--- config.mk ---
export PLATFORM = sky130hd
export DESIGN_NAME = i2c_chansel_switch
export DESIGN_NICKNAME = d
export VERILOG_FILES = /design/src/rtl/i2csw_pkg.sv /design/src/rtl/i2csw_sync.sv /design/src/rtl/i2csw_cond_det.sv /design/src/rtl/i2csw_target.sv /design/src/rtl/i2csw_chan_reg.sv /design/src/rtl/i2c_chansel_switch.sv
export SDC_FILE = /design/constraint.sdc
export NUM_CORES = 1
export LEC_CHECK = 0
export BUFFER_PORTS_ARGS = -buffer_cell sky130_fd_sc_hd__buf_4
export CAP_MARGIN = 25
export CORE_MARGIN = 8
export CORE_UTILIZATION = 59
export DETAILED_ROUTE_END_ITERATION = 6
export MAX_ROUTING_LAYER = met4
export PLACE_DENSITY = 0.74
export SLEW_MARGIN = 20
export SYNTH_ARGS = -nofsm -noshare
export SYNTH_HDL_FRONTEND = slang
export SYNTH_SLANG_ARGS = --single-unit
--- constraint.sdc ---
create_clock -name clk -period 1.8 [get_ports clk]
set_input_delay 0.18 -clock clk [delete_from_list [all_inputs] [get_ports clk]]
set_output_delay 0.18 -clock clk [all_outputs]
set_load 0.05 [all_outputs]
--- src/rtl/i2csw_pkg.sv ---
package i2csw_pkg;
  localparam int BYTE_W = 8;
  localparam int CNT_W  = $clog2(BYTE_W);
  localparam int ADDR_W = 7;

  typedef enum logic [2:0] {
    ST_IDLE,
    ST_ADDR,
    ST_AACK,
    ST_WDAT,
    ST_WACK,
    ST_RDAT,
    ST_RACK,
    ST_SKIP
  } tgt_state_e;
endpackage

--- src/rtl/i2csw_sync.sv ---
module i2csw_sync #(
  parameter int         W       = 2,
  parameter int         STAGES  = 2,
  parameter logic [W-1:0] RST_VAL = '1
) (
  input  logic         clk,
  input  logic         rst_n,
  input  logic [W-1:0] d,
  output logic [W-1:0] q
);
  logic [STAGES-1:0][W-1:0] chain;

  for (genvar s = 0; s < STAGES; s++) begin : g_stage
    if (s == 0) begin : g_first
      always_ff @(posedge clk or negedge rst_n) begin
        if (!rst_n) chain[s] <= RST_VAL;
        else        chain[s] <= d;
      end
    end else begin : g_next
      always_ff @(posedge clk or negedge rst_n) begin
        if (!rst_n) chain[s] <= RST_VAL;
        else        chain[s] <= chain[s-1];
      end
    end
  end

  assign q = chain[STAGES-1];
endmodule

--- src/rtl/i2csw_cond_det.sv ---
module i2csw_cond_det (
  input  logic clk,
  input  logic rst_n,
  input  logic scl_s,
  input  logic sda_s,
  output logic scl_rise,
  output logic scl_fall,
  output logic start_det,
  output logic stop_det
);
  logic scl_d, sda_d;

  always_ff @(posedge clk or negedge rst_n) begin
    if (!rst_n) begin
      scl_d <= 1'b1;
      sda_d <= 1'b1;
    end else begin
      scl_d <= scl_s;
      sda_d <= sda_s;
    end
  end

  // SDA edges only count as conditions while SCL stays high across both samples.
  assign scl_rise  = !scl_d &&  scl_s;
  assign scl_fall  =  scl_d && !scl_s;
  assign start_det =  scl_d &&  scl_s &&  sda_d && !sda_s;
  assign stop_det  =  scl_d &&  scl_s && !sda_d &&  sda_s;
endmodule

--- src/rtl/i2csw_target.sv ---
module i2csw_target
  import i2csw_pkg::*;
(
  input  logic                   clk,
  input  logic                   rst_n,
  input  logic                   scl_rise,
  input  logic                   scl_fall,
  input  logic                   start_det,
  input  logic                   stop_det,
  input  logic                   sda_s,
  input  logic [ADDR_W-1:0]      dev_addr,
  input  logic [BYTE_W-1:0]      status,
  output logic                   wr_strobe,
  output logic [BYTE_W-1:0]      wr_data,
  output logic                   sda_oe,
  output tgt_state_e             state_o
);
  localparam logic [CNT_W-1:0] LAST_BIT = CNT_W'(BYTE_W - 1);

  tgt_state_e        state_q, state_d;
  logic [CNT_W-1:0]  cnt_q, cnt_d;
  logic [BYTE_W-1:0] rx_q, rx_d;
  logic [BYTE_W-1:0] tx_q, tx_d;
  logic              full_q, full_d;
  logic              rd_q, rd_d;
  logic              nack_q, nack_d;
  logic              strobe;

  always_comb begin
    state_d = state_q;
    cnt_d   = cnt_q;
    rx_d    = rx_q;
    tx_d    = tx_q;
    full_d  = full_q;
    rd_d    = rd_q;
    nack_d  = nack_q;
    strobe  = 1'b0;

    if (start_det) begin
      state_d = ST_ADDR;
      cnt_d   = '0;
      full_d  = 1'b0;
    end else if (stop_det) begin
      state_d = ST_IDLE;
      full_d  = 1'b0;
    end else begin
      unique case (state_q)
        ST_ADDR, ST_WDAT: begin
          if (scl_rise) begin
            rx_d  = {rx_q[BYTE_W-2:0], sda_s};
            cnt_d = cnt_q + 1'b1;
            if (cnt_q == LAST_BIT) full_d = 1'b1;
          end else if (scl_fall && full_q) begin
            full_d = 1'b0;
            if (state_q == ST_ADDR) begin
              rd_d    = rx_q[0];
              state_d = (rx_q[BYTE_W-1:1] == dev_addr) ? ST_AACK : ST_SKIP;
            end else begin
              strobe  = 1'b1;
              state_d = ST_WACK;
            end
          end
        end
        ST_AACK: begin
          if (scl_fall) begin
            cnt_d = '0;
            if (rd_q) begin
              tx_d    = status;
              state_d = ST_RDAT;
            end else begin
              state_d = ST_WDAT;
            end
          end
        end
        ST_WACK: begin
          if (scl_fall) begin
            cnt_d   = '0;
            state_d = ST_WDAT;
          end
        end
        ST_RDAT: begin
          if (scl_fall) begin
            tx_d  = {tx_q[BYTE_W-2:0], 1'b0};
            cnt_d = cnt_q + 1'b1;
            if (cnt_q == LAST_BIT) state_d = ST_RACK;
          end
        end
        ST_RACK: begin
          if (scl_rise) begin
            nack_d = sda_s;
          end else if (scl_fall) begin
            cnt_d = '0;
            if (nack_q) begin
              state_d = ST_SKIP;
            end else begin
              tx_d    = status;
              state_d = ST_RDAT;
            end
          end
        end
        default: ;
      endcase
    end
  end

  always_ff @(posedge clk or negedge rst_n) begin
    if (!rst_n) begin
      state_q <= ST_IDLE;
      cnt_q   <= '0;
      rx_q    <= '0;
      tx_q    <= '0;
      full_q  <= 1'b0;
      rd_q    <= 1'b0;
      nack_q  <= 1'b0;
    end else begin
      state_q <= state_d;
      cnt_q   <= cnt_d;
      rx_q    <= rx_d;
      tx_q    <= tx_d;
      full_q  <= full_d;
      rd_q    <= rd_d;
      nack_q  <= nack_d;
    end
  end

  assign wr_strobe = strobe;
  assign wr_data   = rx_q;
  assign sda_oe    = (state_q == ST_AACK) || (state_q == ST_WACK) ||
                     ((state_q == ST_RDAT) && !tx_q[BYTE_W-1]);
  assign state_o   = state_q;
endmodule

--- src/rtl/i2csw_chan_reg.sv ---
module i2csw_chan_reg #(
  parameter int NCH = 8
) (
  input  logic           clk,
  input  logic           rst_n,
  input  logic           wr_strobe,
  input  logic [NCH-1:0] wr_data,
  input  logic           stop_det,
  output logic [NCH-1:0] chan_en,
  output logic           pend_valid,
  output logic [NCH-1:0] pend_data
);
  logic [NCH-1:0] en_q, en_d, pend_q, pend_d;
  logic           pv_q, pv_d;
  logic           en_ld;

  always_comb begin
    pend_d = pend_q;
    pv_d   = pv_q;
    en_ld  = 1'b0;
    en_d   = en_q;
    if (stop_det) begin
      en_ld = pv_q;
      en_d  = pend_q;
      pv_d  = 1'b0;
    end else if (wr_strobe) begin
      pend_d = wr_data;
      pv_d   = 1'b1;
    end
  end

  always_ff @(posedge clk or negedge rst_n) begin
    if (!rst_n) begin
      en_q   <= '0;
      pend_q <= '0;
      pv_q   <= 1'b0;
    end else begin
      if (en_ld) en_q <= en_d;
      pend_q <= pend_d;
      pv_q   <= pv_d;
    end
  end

  assign chan_en    = en_q;
  assign pend_valid = pv_q;
  assign pend_data  = pend_q;
endmodule

--- src/rtl/i2c_chansel_switch.sv ---
module i2c_chansel_switch
  import i2csw_pkg::*;
#(
  parameter int               NCH         = BYTE_W,
  parameter logic [3:0]       ADDR_PREFIX = 4'b1110,
  parameter int               SYNC_STAGES = 2
) (
  input  logic           clk,
  input  logic           rst_n,
  input  logic           clr_n,
  input  logic [2:0]     addr_sel,
  input  logic           scl_i,
  input  logic           sda_i,
  output logic           sda_oe,
  output logic [NCH-1:0] chan_en
);
  localparam logic [ADDR_W-1:0] DEV_BASE = {ADDR_PREFIX, 3'b000};

  logic       arst_n;
  logic [1:0] rst_pipe;
  logic       rst_sync_n;

  // Either reset asserts at once; release is aligned to the clock.
  assign arst_n = rst_n & clr_n;

  always_ff @(posedge clk or negedge arst_n) begin
    if (!arst_n) rst_pipe <= '0;
    else         rst_pipe <= {rst_pipe[0], 1'b1};
  end
  assign rst_sync_n = rst_pipe[1];

  logic [1:0] bus_s;
  logic       scl_rise, scl_fall, start_det, stop_det;
  logic       wr_strobe;
  logic [BYTE_W-1:0] wr_data;
  logic       pend_valid;
  logic [NCH-1:0] pend_data;
  tgt_state_e tgt_state;

  i2csw_sync #(.W(2), .STAGES(SYNC_STAGES), .RST_VAL(2'b11)) u_sync (
    .clk   (clk),
    .rst_n (rst_sync_n),
    .d     ({scl_i, sda_i}),
    .q     (bus_s)
  );

  i2csw_cond_det u_cond (
    .clk       (clk),
    .rst_n     (rst_sync_n),
    .scl_s     (bus_s[1]),
    .sda_s     (bus_s[0]),
    .scl_rise  (scl_rise),
    .scl_fall  (scl_fall),
    .start_det (start_det),
    .stop_det  (stop_det)
  );

  i2csw_target u_tgt (
    .clk       (clk),
    .rst_n     (rst_sync_n),
    .scl_rise  (scl_rise),
    .scl_fall  (scl_fall),
    .start_det (start_det),
    .stop_det  (stop_det),
    .sda_s     (bus_s[0]),
    .dev_addr  (DEV_BASE | ADDR_W'(addr_sel)),
    .status    (chan_en),
    .wr_strobe (wr_strobe),
    .wr_data   (wr_data),
    .sda_oe    (sda_oe),
    .state_o   (tgt_state)
  );

  i2csw_chan_reg #(.NCH(NCH)) u_reg (
    .clk        (clk),
    .rst_n      (rst_sync_n),
    .wr_strobe  (wr_strobe),
    .wr_data    (wr_data),
    .stop_det   (stop_det),
    .chan_en    (chan_en),
    .pend_valid (pend_valid),
    .pend_data  (pend_data)
  );
endmodule

# Yosys cells after proc, flatten, opt, wreduce, memory -nomap -nowiden
# Index checks and enable logic that the tools add are counted.
[totals]
regBits = 50
in_bits = 8
output_inout_bits = 9
word_cells = 124
[classes]
n_addsub = 1
n_eq_ne = 27
mux = 44
bitwise_logic = 4
n_reduce_logical = 33
[ops]
columns = ["operator", "n"]
rows = [
  ["two-way mux 3 bit", 19],
  ["two-way mux 8 bit", 6],
  ["!= test 4 x 3 -> 1 bit, second input constant", 6],
  ["case mux 8 bit (3 select lines)", 1],
  ["AND reduction 9 bit", 2],
  ["two-way mux 1 bit", 15],
  ["case mux 3 bit (5 select lines)", 1],
  ["equality test 3 bit, second input constant", 4],
  ["case mux 3 bit (4 select lines)", 1],
  ["logical AND 1 bit", 9],
  ["!= test 2 x 1 -> 1 bit, second input constant", 4],
  ["!= test 4 bit, second input constant", 2],
  ["AND reduction 4 bit", 2],
  ["equality test 7 bit", 1],
  ["nonzero test 7 bit", 1],
  ["equality test 3 x 2 -> 1 bit, second input constant", 2],
  ["!= test 2 bit, second input constant", 3],
  ["!= test 3 bit, second input constant", 2],
  ["AND reduction 6 bit", 1],
  ["nonzero test 3 bit", 2],
  ["logical NOT 1 bit", 5],
  ["AND reduction 5 bit", 1],
  ["nonzero test 5 bit", 1],
  ["!= test 4 x 1 -> 1 bit, second input constant", 1],
  ["other kinds (12)", 17],
]

# Logic depth before layout (Yosys ltp)
# Gate-level depths: netlist of the first run.
[logic_depth]
ltp_word = 10
ltp_mapped = 7
depth_no_buf = 7

# Cells and area by module
# Synthesis of the first run repeated with hierarchy kept, for this count alone.
[hier_totals]
hier_cells = 182
area_unflattened_um2 = 2413.6
[modules_own_cells]
columns = ["module", "n_inst", "cells_per_inst", "area_per_inst_um2", "seq_area_each_um2"]
rows = [
  ["i2csw_target", 1, 127, 1475.2, 625.6],
  ["i2csw_chan_reg", 1, 38, 669.4, 425.4],
  ["i2csw_sync", 1, 6, 120.1, 105.1],
  ["i2csw_cond_det", 1, 6, 85.1, 52.6],
  ["i2c_chansel_switch", 1, 5, 63.8, 50.0],
]

# Least setup slack after synthesis of the first run
# No wires, ideal clock.
[synth_timing]
kind = "register -> register"
from = "reg u_cond.scl_d"
to = "reg u_reg.pend_q[2] (netlist: u_reg.pend_data[2])"
setup_time_ns = 0.125
t_arrival_ns = 1.542
required_ns = 1.675
path_slack_ns = 0.133
path_stages_with_launch = 6
n_path_buf = 1
path_cell_list = "dfstp_2 -> buf_2 -> and2b_1 -> nand3_1 -> nor2_4 -> mux2_2"
[synth_between]
elab_chain_cells = 8
[synth_rtl]
columns = ["element", "line", "rtl"]
rows = [
  ["start, declared", "i2csw_cond_det.sv:11", "logic scl_d, sda_d;"],
  ["start signal, assigned", "i2csw_cond_det.sv:18", "scl_d <= scl_s;"],
  ["logical AND 1 bit", "i2csw_cond_det.sv:25", "assign scl_fall = scl_d && !scl_s;"],
  ["logical AND 1 bit", "i2csw_target.sv:53", "end else if (scl_fall && full_q) begin"],
  ["two-way mux 1 bit", "i2csw_target.sv:53", ""],
  ["two-way mux 1 bit", "i2csw_target.sv:49", "if (scl_rise) begin"],
  ["two-way mux 1 bit", "i2csw_target.sv:47", "unique case (state_q)"],
  ["two-way mux 1 bit", "i2csw_target.sv:43", "end else if (stop_det) begin"],
  ["two-way mux 1 bit", "i2csw_target.sv:39", "if (start_det) begin"],
  ["AND reduction 2 bit (no line) *", "--", ""],
  ["end signal, assigned", "i2csw_chan_reg.sv:39", "pend_q <= pend_d;"],
  ["end, declared", "i2csw_chan_reg.sv:13", "logic [NCH-1:0] en_q, en_d, pend_q, pend_d;"],
]
# Mark *: on every way between the ends. The rest lies on a longest branch, timed or not.
# A chain may end at the register's enable or synchronous reset.

# Final worst setup path of the first run
[layout_timing]
from = "reg u_tgt.state_q[1] (netlist: u_tgt.state_o[1])"
to = "out sda_oe"
[layout_between]
elab_chain_cells = 3
[layout_rtl]
columns = ["element", "line", "rtl"]
rows = [
  ["start, declared", "i2csw_target.sv:20", "tgt_state_e state_q, state_d;"],
  ["start signal, assigned", "i2csw_target.sv:116", "state_q <= state_d;"],
  ["equality test 3 x 2 -> 1 bit, or another cell as far along", "i2csw_target.sv:128", "assign sda_oe = (state_q == ST_AACK) || (state_q == ST_WACK) ||"],
  ["logical OR 1 bit / logical AND 1 bit (equally long branches)", "i2csw_target.sv:128, i2csw_target.sv:129", ""],
  ["logical OR 1 bit *", "i2csw_target.sv:128", ""],
  ["end, declared", "i2c_chansel_switch.sv:14", "output logic sda_oe,"],
]
# Marks and branches as above.

==> results of run 1 <==
-- state kept, by name, indices dropped and copies added, names as in the netlist --
register          count
u_cond.sda_d          1
u_reg.chan_en         8
u_sync.chain          2
u_tgt.tx_q            8
u_reg.pend_valid      1
u_tgt.nack_q          1
u_tgt.full_q          1
u_tgt.cnt_q           3
u_tgt.rd_q            1
u_tgt.wr_data         8
u_cond.scl_d          1
rst_pipe              2
u_sync.q              2
u_tgt.state_o         3
u_reg.pend_data       8
-- power breakdown --
group / switching (mW) / total, mW / internal [mW]
Clock: 0.353 / 0.669 / 0.316
Sequential: 0.280 / 1.72 / 1.44
Combinational: 0.635 / 1.23 / 0.598
-- per-stage QoR --
stage / cell area [um^2] / power, mW / util (%) / std cells / hold slack (ns)
6_report: 2650 / 3.62 / 72.2 / 265 / 0.239
5_1_grt: 2650 / 3.88 / 72.2 / 265 / 0.282
4_1_cts: 2610 / 3.60 / 71.2 / 262 / 0.256
3_5_place_dp: 2470 / 2.91 / 67.4 / 250 / 0.0838
3_3_place_gp: 2470 / 2.84 / 67.4 / 250 / 0.0679
2_1_floorplan: 2260 / 2.60 / - / 186 / -0.0137
-- cells in the final DEF (no fill, tap or decap), drive strengths merged, types with 3 or more instances in the layout --
master,count
dfrtp,44
mux2,28
buf,25
nor2,18
a21oi,12
o21ai,10
mux2i,9
nand3,7
nand2,6
clkbuf,6
dfstp,6
nor2b,5
dlygate4sd3,4
nand2b,4
inv,3
o22ai,3
nand4b,3
xor2,3
-- worst register-to-register path, stage by stage (launching register included) --
cell and delay [ns]:
dfstp_2 0.65, nand2_1 0.14, nor2_1 0.11, nand3_1 0.31, mux2_2 0.38
-- cells by family after synthesis --
group                      count (synthesis)  share of synthesized area, %
DFF                                       50                          55.7
and+or+nand+nor                           49                          12.4
muxes                                     37                          17.9
AOI/OAI and AO/OA                         33                          8.91
buffers and inverters                     10                          2.21
xor gates and xnor gates                   4                          1.55
adders and majority gates                  2                          1.11
other                                      1                         0.166
-- per-layer routing --
layer | vias to the layer above | track usage [%] | part of all wire, %
met1 | 725 | 17.9 | 46
li1 | 723 | - | -
met4 | 0 | 7.92 | 1.9
met2 | 26 | 21.8 | 48
met5 | - | - | 0
met3 | 7 | 3.57 | 3.6
-- what timing repair did --
item	CTS	global route
setup buffers	0	2
hold buffers	4	0
endpoints found under the setup margin	0	16
resized for setup	0	5
hold endpoints to repair	4	0
-- worst max-delay path by stage --
stage	cells after the start	slack [ns]	to
after floorplan	5	0.13	u_reg.pend_data[2]$_DFFE_PN0P_
after global placement	7	0.12	u_tgt.state_o[0]$_DFFE_PN0P_
after detailed placement	4	0.07	u_reg.pend_data[4]$_DFFE_PN0P_
after CTS	4	0.02	sda_oe
after global routing	4	0.003	u_reg.chan_en[2]$_DFFE_PN0P_
final	4	0.08	sda_oe
-- cell type report --
cell class	instances	share of cell area, %
clock buffers	6	3.12
clock inverters	2	0.662
inverters	3	0.426
multi-input cells	127	36.8
flip-flops and latches	50	47.7
well taps	48	2.27
repair buffers	29	9.08
==> results.txt, run 1 <==
The flow ran to the end, and the final reports show no timing, DRC or antenna violations. The total area inside the core boundary comes to 0.00366 mm^2. Counting both buffers and inverters, the worst setup path holds a total of 2. The cell at the slowest stage of the critical path is dfrtp_2. The count of routing violations after the opening detailed-route iteration is 110. The post-CTS clock slew at the launch and capture registers of the worst setup and hold paths came out at 0.08 ns. The biggest fanout along the worst timing path is 14. The biggest area contributor in the post-synthesis netlist is dfrtp_1. The setup slack after layout is 0.0764 ns.

The H-tree was split into 2 levels. The longest clock path from root to sink contains 2 buffers. The count of state elements after synthesis came out at 50. The startpoint identified for the worst register-to-register timing path is u_sync.q[1]$_DFF_PN1_. Measured along the y axis, the die boundary spans 77.9 um. The arrival time at the worst endpoint came out at 1.54 ns. The wire length of the first global-routing pass came out at 6960 um. In this run the worst hold path is classified as flop to async pin. The cell that appears most often on the critical path is buf_4. CTS saw 50 sinks. The count of endpoints failing hold in the final timing report came to 0.

The count of final setup violators is 0. The area enclosed by the die boundary came out at 0.00607 mm^2. The leakage power came out at 1.27 nW. The initial antenna violation count is 0. Wires add up to 4100 um. The final weighted congestion of routability-driven global placement is 0.949. The maximum clock frequency is 0.580 GHz. In this run the clock root is driven by a clkbuf_8. Sorting the synthesized cells by how often they occur yields 44 x dfrtp_1, 23 x mux2_2, 16 x nor2_1. The kind of critical path is flop to primary output.

The area share of the largest cell type after synthesis is 48.7%. The number of antenna-violating nets in the routed design is 0. The total overflow left after global routing is 0. In this run the cell area of the synthesized design comes to 0.00226 mm^2. The net total in the final layout came out at 226. The maximum vdd ir drop is 0.807 mV. The largest stage delay on the critical path came out at 0.50 ns. For this run, the number of Yosys warnings is 0.

The fill cell total of the finished layout came out at 261. Port buffering added 16 buffers. The number of cell instances on the worst register-to-register path came out at 4. The HPWL after detailed placement is 2880 um. The repair_antennas step left the layout with diodes totalling 0. Summing over every cut layer, the via total after detailed routing is 1481. The initial utilization of the core area, before any placement, comes to 61.7%. The ratio of cells with drive above 1 in the final layout is 33.6%. The max-slew violation count is 0. After synthesis, the mean cell area works out to 12.1 um^2. The power per unit of standard cell area is 1370 mW/mm^2. TritonCTS created 5 clock buffers. Entering global routing, the biggest net connects 49 pins. The per-cell routed wire length is 15.5 um. The final cycle utilization of the critical path is 95.8%.

The number of maximum-capacitance constraint violations is 0. The share of the yosys chip area belonging to registers is 55.7%. The CTS tree is done. STA classifies the critical path endpoint as a primary output. Setup repair after global routing left no endpoint under its margin. The average via count per standard cell is 5.59. The top-level I/O count came out at 17. The post-synthesis async set-or-reset flop share came out at 100%. The synthesized design contains 0 enable-type register cells. The most used flip-flop cell after synthesis is dfrtp_1. For the finished layout, the period the worst path requires is 1.72 ns. The aggregate global-route resource usage came out at 14.6%. Across the routed clock network, the largest skew measured is 0.00795 ns. For the worst-skew pair, the clock arrives at the later sink with an insertion delay of 0.30 ns. STA classifies the critical path startpoint as a flop. The synthesized instance count is 186.

Relative to the synthesized area, the layout overhead comes to 17.1%. The critical path goes through nor2b_1 > buf_4 > mux2_2 > buf_4. The data required time at the worst endpoint came out at 1.62 ns. The total number of placement rows came out at 22. The setup check on the worst reg-to-reg path leaves a slack of 0.09 ns. The number of different library cells used by synthesis comes to 38. Among all cell types in the netlist, the one instantiated most often is dfrtp_1. Adding up every negative setup slack in the final design gives 0 ns.

The number of global-route vias before repair came out at 1475. Summing all flip-flop and latch instances after layout gives 0.00126 mm^2. In this design, the largest share of critical-path delay is due to flip-flops. The critical path starts at u_tgt.state_o[1]$_DFFE_PN0P_. The endpoint identified for the worst register-to-register timing path is u_reg.chan_en[7]$_DFFE_PN0P_. After synthesis, the cell types taking the most area are dfrtp_1 49%, mux2_2 11%, dfstp_2 7.0%.

The number of remaining DRC errors came out at 0. Counting every net in the synthesized netlist gives 196. The setup slack at placement came out at 0.0680 ns.

The width of the die came out at 77.9 um. The multi-input gate area in the final layout came out at 972 um^2. The number of detailed-route iterations in the first pass is 4.
Power figures use the tool's default switching activity.
==> run 2, diff against run 1 <==
--- a/config.mk
+++ b/config.mk
@@ -11,7 +11,7 @@
 export CORE_UTILIZATION = 59
 export DETAILED_ROUTE_END_ITERATION = 6
 export MAX_ROUTING_LAYER = met4
-export PLACE_DENSITY = 0.74
+export PLACE_DENSITY_LB_ADDON = 0.3
 export SLEW_MARGIN = 20
 export SYNTH_ARGS = -nofsm -noshare
 export SYNTH_HDL_FRONTEND = slang
==> run 2 against run 1 <==
Compared with the run above:
- combinational power shrank 4%
- hold slack gained 0.0076 ns
- cell area grew 0.43%
- largest power group unchanged
- largest cell class unchanged
- sequential power is essentially flat
- final cell count grew 1.1%
- first-iteration DRC count grew 34%
- via count grew 3.6%
- critical path type is now flop to flop
==> results.txt, run 2 (synthesized netlist as in run 1, its figures left out) <==
The run finished with clean final reports. In this run the standard cell core region covers 0.00366 mm^2. The starting density of the core came out at 61.7%. The critical path buffer and inverter count came out at 1.

The library cell used most frequently in the layout, excluding fill and tap cells, is dfrtp_1. The setup slack after layout is 0.0561 ns. 17 I/O pins were placed.

The switching component of the power came out at 1.27 mW. The routed layout has 1535 vias. The data required time at the worst endpoint came out at 1.98 ns.

The count of final setup violators is 0. The final cycle utilization of the critical path came out at 96.9%. Traced cell by cell, the critical path runs through and2b_2 > nand3_1 > nor2_4 > clkbuf_2 > mux2_1. Sequential cells burn 47.2% of the power. The combinational fraction of design power is 32.0%. The post-CTS clock slew at the launch and capture registers of the worst setup and hold paths came out at 0.09 ns.

The clock network accounts for 20.8% of the total power. The CTS buffer count came out at 5. The internal portion of total power came out at 2.43 mW. The total number of placement rows is 22.

The net total in the final layout is 229. The cell family contributing the most delay on the critical path is flip-flops. The total power is 3.70 mW. The count of endpoints failing hold in the final timing report is 0.

Across every metal layer, demand over resource in global routing totals 15.5%. The HPWL after detailed placement came out at 3150 um. Before CTS, the worst setup slack after placement is 0.0406 ns.

The max-slew violation count is 0. After detailed routing, the average wire length per cell comes to 16.4 um. The area added between synthesis and finish came out at 17.6%. Headroom to the max-slew limit came out at 65.4%. The count of routing violations after the opening detailed-route iteration is 147. TritonCTS built the clock tree. The cell at the slowest stage of the critical path is dfstp_2.

The average via count per standard cell is 5.73. Final hold analysis gives a worst-case slack of 0.247 ns. The ratio of cells with drive above 1 in the final layout came out at 34.1%. The width of the die is 77.9 um.

The deepest clock path buffer count is 2. The initial antenna violation count came out at 0. Summed over all layers, the global routing overflow is 0. Net switching is 34.3% of the power.

In this run the clock root is driven by a clkbuf_8. The area enclosed by the die boundary came out at 0.00607 mm^2. The maximum vdd ir drop came out at 0.833 mV.

The actual slew at the worst max-slew pin came out at 0.519 ns. The pin count of the biggest net entering global routing came out at 26. The number of detailed-route iterations in the first pass came out at 4. The number of maximum-capacitance constraint violations came out at 0. The port buffer count came out at 16. In this run the power density over the cells is 1390 mW/mm^2. The worst clock skew is 0.00674 ns. The kind of critical path is flop to flop. The kind of start point of the critical path is a flop. The library cells used most frequently in the layout, excluding fill and tap cells, are 41 x dfrtp_1, 28 x buf_4, 23 x mux2_2. The leakage power came out at 1.28 nW.

The number of clock sinks seen by CTS is 50. The clock period minus worst slack came out at 1.74 ns. The clock latency on the worst-skew pair came out at 0.29 ns. The repair_antennas step left the layout with diodes totalling 0. The final weighted congestion of routability-driven global placement is 0.968. The routed design has 4380 um of wire. The largest stage delay on the critical path is 0.63 ns. The instance area at placement came out at 0.00246 mm^2. The worst setup path is captured at a flop.

In this run the worst path has a maximum fanout of 7. The number of global-route vias before repair came out at 1614. The min-delay analysis places its worst path in the category flop to async pin. The number of remaining DRC errors came out at 0. The arrival time at the worst endpoint came out at 1.93 ns. Static timing analysis puts the maximum clock frequency at 0.573 GHz.

The wire length of the first global-routing pass is 7540 um. Measured along the y axis, the die boundary spans 77.9 um. CTS built an H-tree with a depth of 2. The count of nets left with antenna violations once routing finished came out at 0. The final design area excluding fillers came out at 0.00266 mm^2.
==> run 2: cell count changes in the layout (fill, tap and decap cells not counted), sizes merged <==
cell / delta
buf: +3
bufinv: +1
clkbuf: +1
clkinv: -1
nor2: -1
==> run 2: worst reg2reg max path: stages (launching register included) <==
cell      delay, ns
dfstp_2        0.63
and2b_2        0.24
nand3_1        0.14
nor2_4         0.13
clkbuf_2       0.16
mux2_1         0.33
==> run 2: stage by stage <==
stage	setup TNS [ns]	std cells	utilization, %
global route	-0.0304	268	72.6
CTS	0	263	71.4
floorplan	0	186	-
finish	0	268	72.6
detailed placement	0	251	67.3
global placement	0	251	67.3
==> run 2: final timing paths <==
path	startpoint	end	slack (ns)	depth (start not counted)
max	u_cond.scl_d$_DFF_PN1_	u_reg.pend_data[6]$_DFFE_PN0P_	0.06	5
min	rst_pipe[1]$_DFF_PN0_	u_tgt.wr_data[6]$_DFFE_PN0P_	0.25	0
max reg2reg	u_cond.scl_d$_DFF_PN1_	u_reg.pend_data[6]$_DFFE_PN0P_	0.06	5
min reg2reg	rst_pipe[1]$_DFF_PN0_	u_tgt.wr_data[6]$_DFFE_PN0P_	0.25	0
max in group asynchronous	clr_n	rst_pipe[1]$_DFF_PN0_	0.81	4
min in group clk	u_sync.chain[0]$_DFF_PN1_	u_sync.q[0]$_DFF_PN1_	0.36	0
==> run 2: repair_timing <==
item                                    4_1_cts  5_1_grt
hold buffers                                  4        0
buffers inserted                              0        5
hold endpoints to repair                      4        0
endpoints found under the setup margin        0       12
gates resized for setup                       0        4
==> run 2: per-layer routing <==
metal / wire, um / GRT usage, %
met1: 1960 / 19.2
met2: 2170 / 23.7
met3: 228 / 4.15
met4: 27 / 5.47
met5: 0 / -
==> run 2: cell type report <==
| class | count | area (um^2) |
|---|---|---|
| multi-input combinational | 126 | 956 |
| clock buffer | 6 | 72.6 |
| inverter | 3 | 11.3 |
| fill | 249 | 1000 |
| tap | 48 | 60.1 |
| sequential | 50 | 1260 |
| clock inverter | 2 | 38.8 |
| timing repair buffer | 33 | 255 |
==> run 2: power groups by stage <==
stage	combinational [mW]	sequential [mW]	clock (mW)
2_1_floorplan	0.938	1.66	0
3_5_place_dp	1.15	1.75	0
4_1_cts	1.16	1.74	0.783
5_1_grt	1.31	1.79	0.834
3_3_place_gp	1.10	1.73	0
6_report	1.18	1.75	0.769
==> run 3, diff against run 2 <==
--- a/config.mk
+++ b/config.mk
@@ -10,9 +10,11 @@
 export CORE_MARGIN = 8
 export CORE_UTILIZATION = 59
 export DETAILED_ROUTE_END_ITERATION = 6
+export GPL_TIMING_DRIVEN = 0
 export MAX_ROUTING_LAYER = met4
-export PLACE_DENSITY_LB_ADDON = 0.3
+export PLACE_DENSITY = 0.81
 export SLEW_MARGIN = 20
 export SYNTH_ARGS = -nofsm -noshare
 export SYNTH_HDL_FRONTEND = slang
+export SYNTH_HIERARCHICAL = 1
 export SYNTH_SLANG_ARGS = --single-unit
==> run 3 against run 2 <==
Compared with the run above:
- wire length rose by 6.8%
- global-route usage rose by 0.44 points
- critical endpoint is now u_reg/pend_data[0]$_DFFE_PN0P_
- via count is 0.46% lower
- synthesized area up 6.8%
- final cell count increased by 1.9%
- fmax decreased by 14%
- sequential power shrank 15%
- total power down 23%
- the flow now finishes with violations (negative setup slack)
- clock skew is essentially flat
- critical path depth increased by 2
- worst setup slack lost 0.29 ns
==> results.txt, run 3 <==
The count of endpoints failing hold in the final timing report came out at 0. The path class of the tightest hold or removal check is flop to async pin. Net switching is 30.8% of the power. The kind of critical path is flop to flop. In the synthesized netlist the dominant register cell turns out to be dfrtp_1. The number of clock buffers added by TritonCTS is 5.

The routed design could run at a clock period as short as 2.04 ns. Leaving out fill and tap cells, the most frequent cell in the layout is dfrtp_1. The power per unit of standard cell area came out at 992 mW/mm^2.

The HPWL after detailed placement came out at 3130 um. The cell at the slowest stage of the critical path is dfstp_2. The setup slack after layout is -0.237 ns. Counting instances in the post-synthesis netlist gives the leading cell types as 44 x dfrtp_1, 25 x mux2_2, 16 x mux2_4.

The instance area at placement is 0.00266 mm^2. The setup slack of the worst register-to-register path came out at -0.24 ns. The number of global-route vias before repair is 1665. The residual overflow from global routing is 0.

STA puts the critical path data required time at 1.99 ns. The starting density of the core is 60.8%. After clock tree synthesis, the clock-pin slew on the worst setup and hold paths is 0.09 ns. At the end of routability-driven placement, the weighted congestion stood at 0.946. The top cell types in the final layout, fill and taps aside, are 43 x dfrtp_1, 27 x buf_4, 24 x mux2_2. The setup TNS after final layout came out at -2.05 ns.

Dividing the final minimum period by the clock period gives 113%. The top-level I/O count is 17. The warning count from the yosys run came out at 6. The cell count after placement came out at 252. The area share of the largest cell type after synthesis is 45.6%.

STA classifies the critical path startpoint as a flop. The port buffer count is 16. The mean instance size in the synthesized netlist came out at 13.3 um^2.

Of all nets on the critical path, the largest fanout is 8. The post-synthesis async set-or-reset flop share is 100%. The number of clock sinks seen by CTS is 50. The max-slew violation count came out at 0. In the post-synthesis netlist, the biggest area contributors are dfrtp_1 46%, mux2_2 12%, mux2_4 10%. Global routing consumed, on the met1 layer, 18.6% of the routing resources. The number of cell instances on the worst register-to-register path is 7. The overall die height is 80.0 um. met2 is the most crowded layer. Clock tree synthesis selected as its root buffer the cell clkbuf_8.

The internal portion of the total power is 1.98 mW. Setup repair after global routing could not meet its margin everywhere. The synthesized instance count is 182. The met3 usage in global routing came out at 4.39%. The core outline area came out at 0.00397 mm^2. The final layout contains routed wiring with a total length of 4680 um.

Before antenna repair, the detailed router went through 4 iterations. The total number of placement rows is 23. The aggregate global-route resource usage came out at 15.9%. The count of different cell masters after synthesis came out at 46. The count of state elements after synthesis is 50. After synthesis, flip-flops and latches occupy 52.2% of the total area. The area added between synthesis and finish came out at 19.5%. TritonCTS built the clock tree. The count of routing violations after the opening detailed-route iteration came out at 178. The post-route netlist has 50.2% of its cells at a drive strength greater than 1. The most common cell in the synthesized netlist is dfrtp_1.

STA classifies the critical path endpoint as a flop. The total power is 2.86 mW. In this run, synthesis inferred 0 flip-flops with an integrated enable. The antenna cell count came out at 0. The vias after detailed routing is 1528. The minimum hold slack came out at 0.208 ns. The initial antenna violation count came out at 0. The worst clock skew came out at 0.00652 ns. The largest stage delay on the critical path came out at 0.59 ns. The number of remaining DRC errors came out at 0. The maximum clock frequency came out at 0.491 GHz. The sequential cell fraction of total power is 51.7%. The capture point of the worst reg-to-reg path is u_reg/pend_data[0]$_DFFE_PN0P_. The arrival time at the worst endpoint came out at 2.22 ns. The global routing usage on met2 is 25.5%. The count of non-filler cells in the finished layout is 273. The clock network power share came out at 22.7%.

The final reports fail on negative setup slack. The leakage power came out at 1.36 nW. The signal on the critical path passes through nor2b_4 > and4bb_2 > nand3_2 > a21oi_2 > nor2b_4 > buf_8 > mux2_4.

The switching component of the power is 0.881 mW. The average via count per standard cell came out at 5.60. The number of antenna-violating nets in the routed design came out at 0. Per report_power, the combinational group accounts for 25.6% of the total. The width of the die came out at 80.0 um. The final design area excluding fillers is 0.00289 mm^2. IR analysis of the VDD net gives a maximum drop of 0.873 mV. The mapped netlist covers 0.00241 mm^2. The cell repeated most along the worst path is nor2b_4. The net total in the final layout came out at 232. The pin count of the biggest net entering global routing came out at 31. The count of final setup violators came out at 16.

The die covers 0.00639 mm^2. dfrtp_1 takes more of the synthesized area than any other cell. In this design, the largest share of critical-path delay is due to simple AND/OR/NAND/NOR gates. The per-cell routed wire length came out at 17.1 um. The longest clock path from root to sink contains 2 buffers. The worst register-to-register path begins at u_cond/scl_d$_DFF_PN1_. The number of maximum-capacitance constraint violations came out at 0.

The critical path buffer and inverter count is 1. The depth of the CTS H-tree came out at 2. The clock latency on the worst-skew pair came out at 0.30 ns. The flow ran to the end, but the final reports show violations. The first global-routing pass estimated 7790 um of wire.
==> run 3: layout make-up <==
cell class              instances  area, um^2
plain buffers                   4        48.8
clock buffers                   5        68.8
clock inverters                 3        25.0
fillers                       258        1090
inverters                       5        18.8
multi-input cells             123        1130
flip-flops and latches         50        1260
well taps                      50        62.6
repair buffers                 33         274
==> run 3: metal layers <==
| layer | part of all wire, % | routed length, um | up-vias |
|---|---|---|---|
| met2 | 50 | 2350 | 52 |
| met5 | 0 | 0 | - |
| met4 | 1.8 | 86 | 0 |
| li1 | - | - | 715 |
| met1 | 43 | 2030 | 751 |
| met3 | 4.5 | 212 | 10 |
==> run 3: logic make-up after synthesis <==
kind of cell	share of synthesized area, %
adders and majority gates	1.04
xor gates and xnor gates	2.54
AOI/OAI and AO/OA	6.27
muxes	22.0
and+or+nand+nor	11.6
other	0.311
DFF	52.2
buffers and inverters	4.09
==> run 3: how the worst max path moves through the flow <==
stage / cells past startpoint / slack (ns) / to / from
floorplan: 7 / -0.07 / u_reg/pend_data[0]$_DFFE_PN0P_ / u_cond/sda_d$_DFF_PN1_
global placement: 7 / -0.16 / u_reg/pend_data[7]$_DFFE_PN0P_ / u_cond/sda_d$_DFF_PN1_
detailed placement: 6 / -0.25 / u_reg/pend_data[7]$_DFFE_PN0P_ / u_cond/scl_d$_DFF_PN1_
CTS: 7 / -0.12 / u_reg/pend_data[0]$_DFFE_PN0P_ / u_cond/scl_d$_DFF_PN1_
global route: 7 / -0.27 / u_reg/pend_data[0]$_DFFE_PN0P_ / u_cond/scl_d$_DFF_PN1_
finish: 7 / -0.24 / u_reg/pend_data[0]$_DFFE_PN0P_ / u_cond/scl_d$_DFF_PN1_
==> run 3: timing repair <==
item / 4_1_cts / 5_1_grt
gates resized for setup: 5 / 8
hold buffers: 4 / 0
pin swaps: 5 / 5
setup buffers: 9 / 3
endpoints found under the hold margin: 4 / 0
endpoints found under the setup margin: 19 / 31
==> run 3: stage by stage <==
step | worst slack, ns | util [%]
floorplan | -0.0675 | -
global placement | -0.158 | 66.4
detailed placement | -0.247 | 66.9
CTS | -0.117 | 71.5
global route | -0.267 | 72.7
finish | -0.237 | 72.7
==> run 3: power groups by stage <==
stage / logic, mW / clock network [mW] / registers [mW]
final: 0.732 / 0.650 / 1.48
after global placement: 0.632 / 0 / 1.49
after floorplan: 0.563 / 0 / 1.45
after CTS: 0.700 / 0.678 / 1.48
after detailed placement: 0.689 / 0 / 1.50
after global routing: 0.800 / 0.720 / 1.50
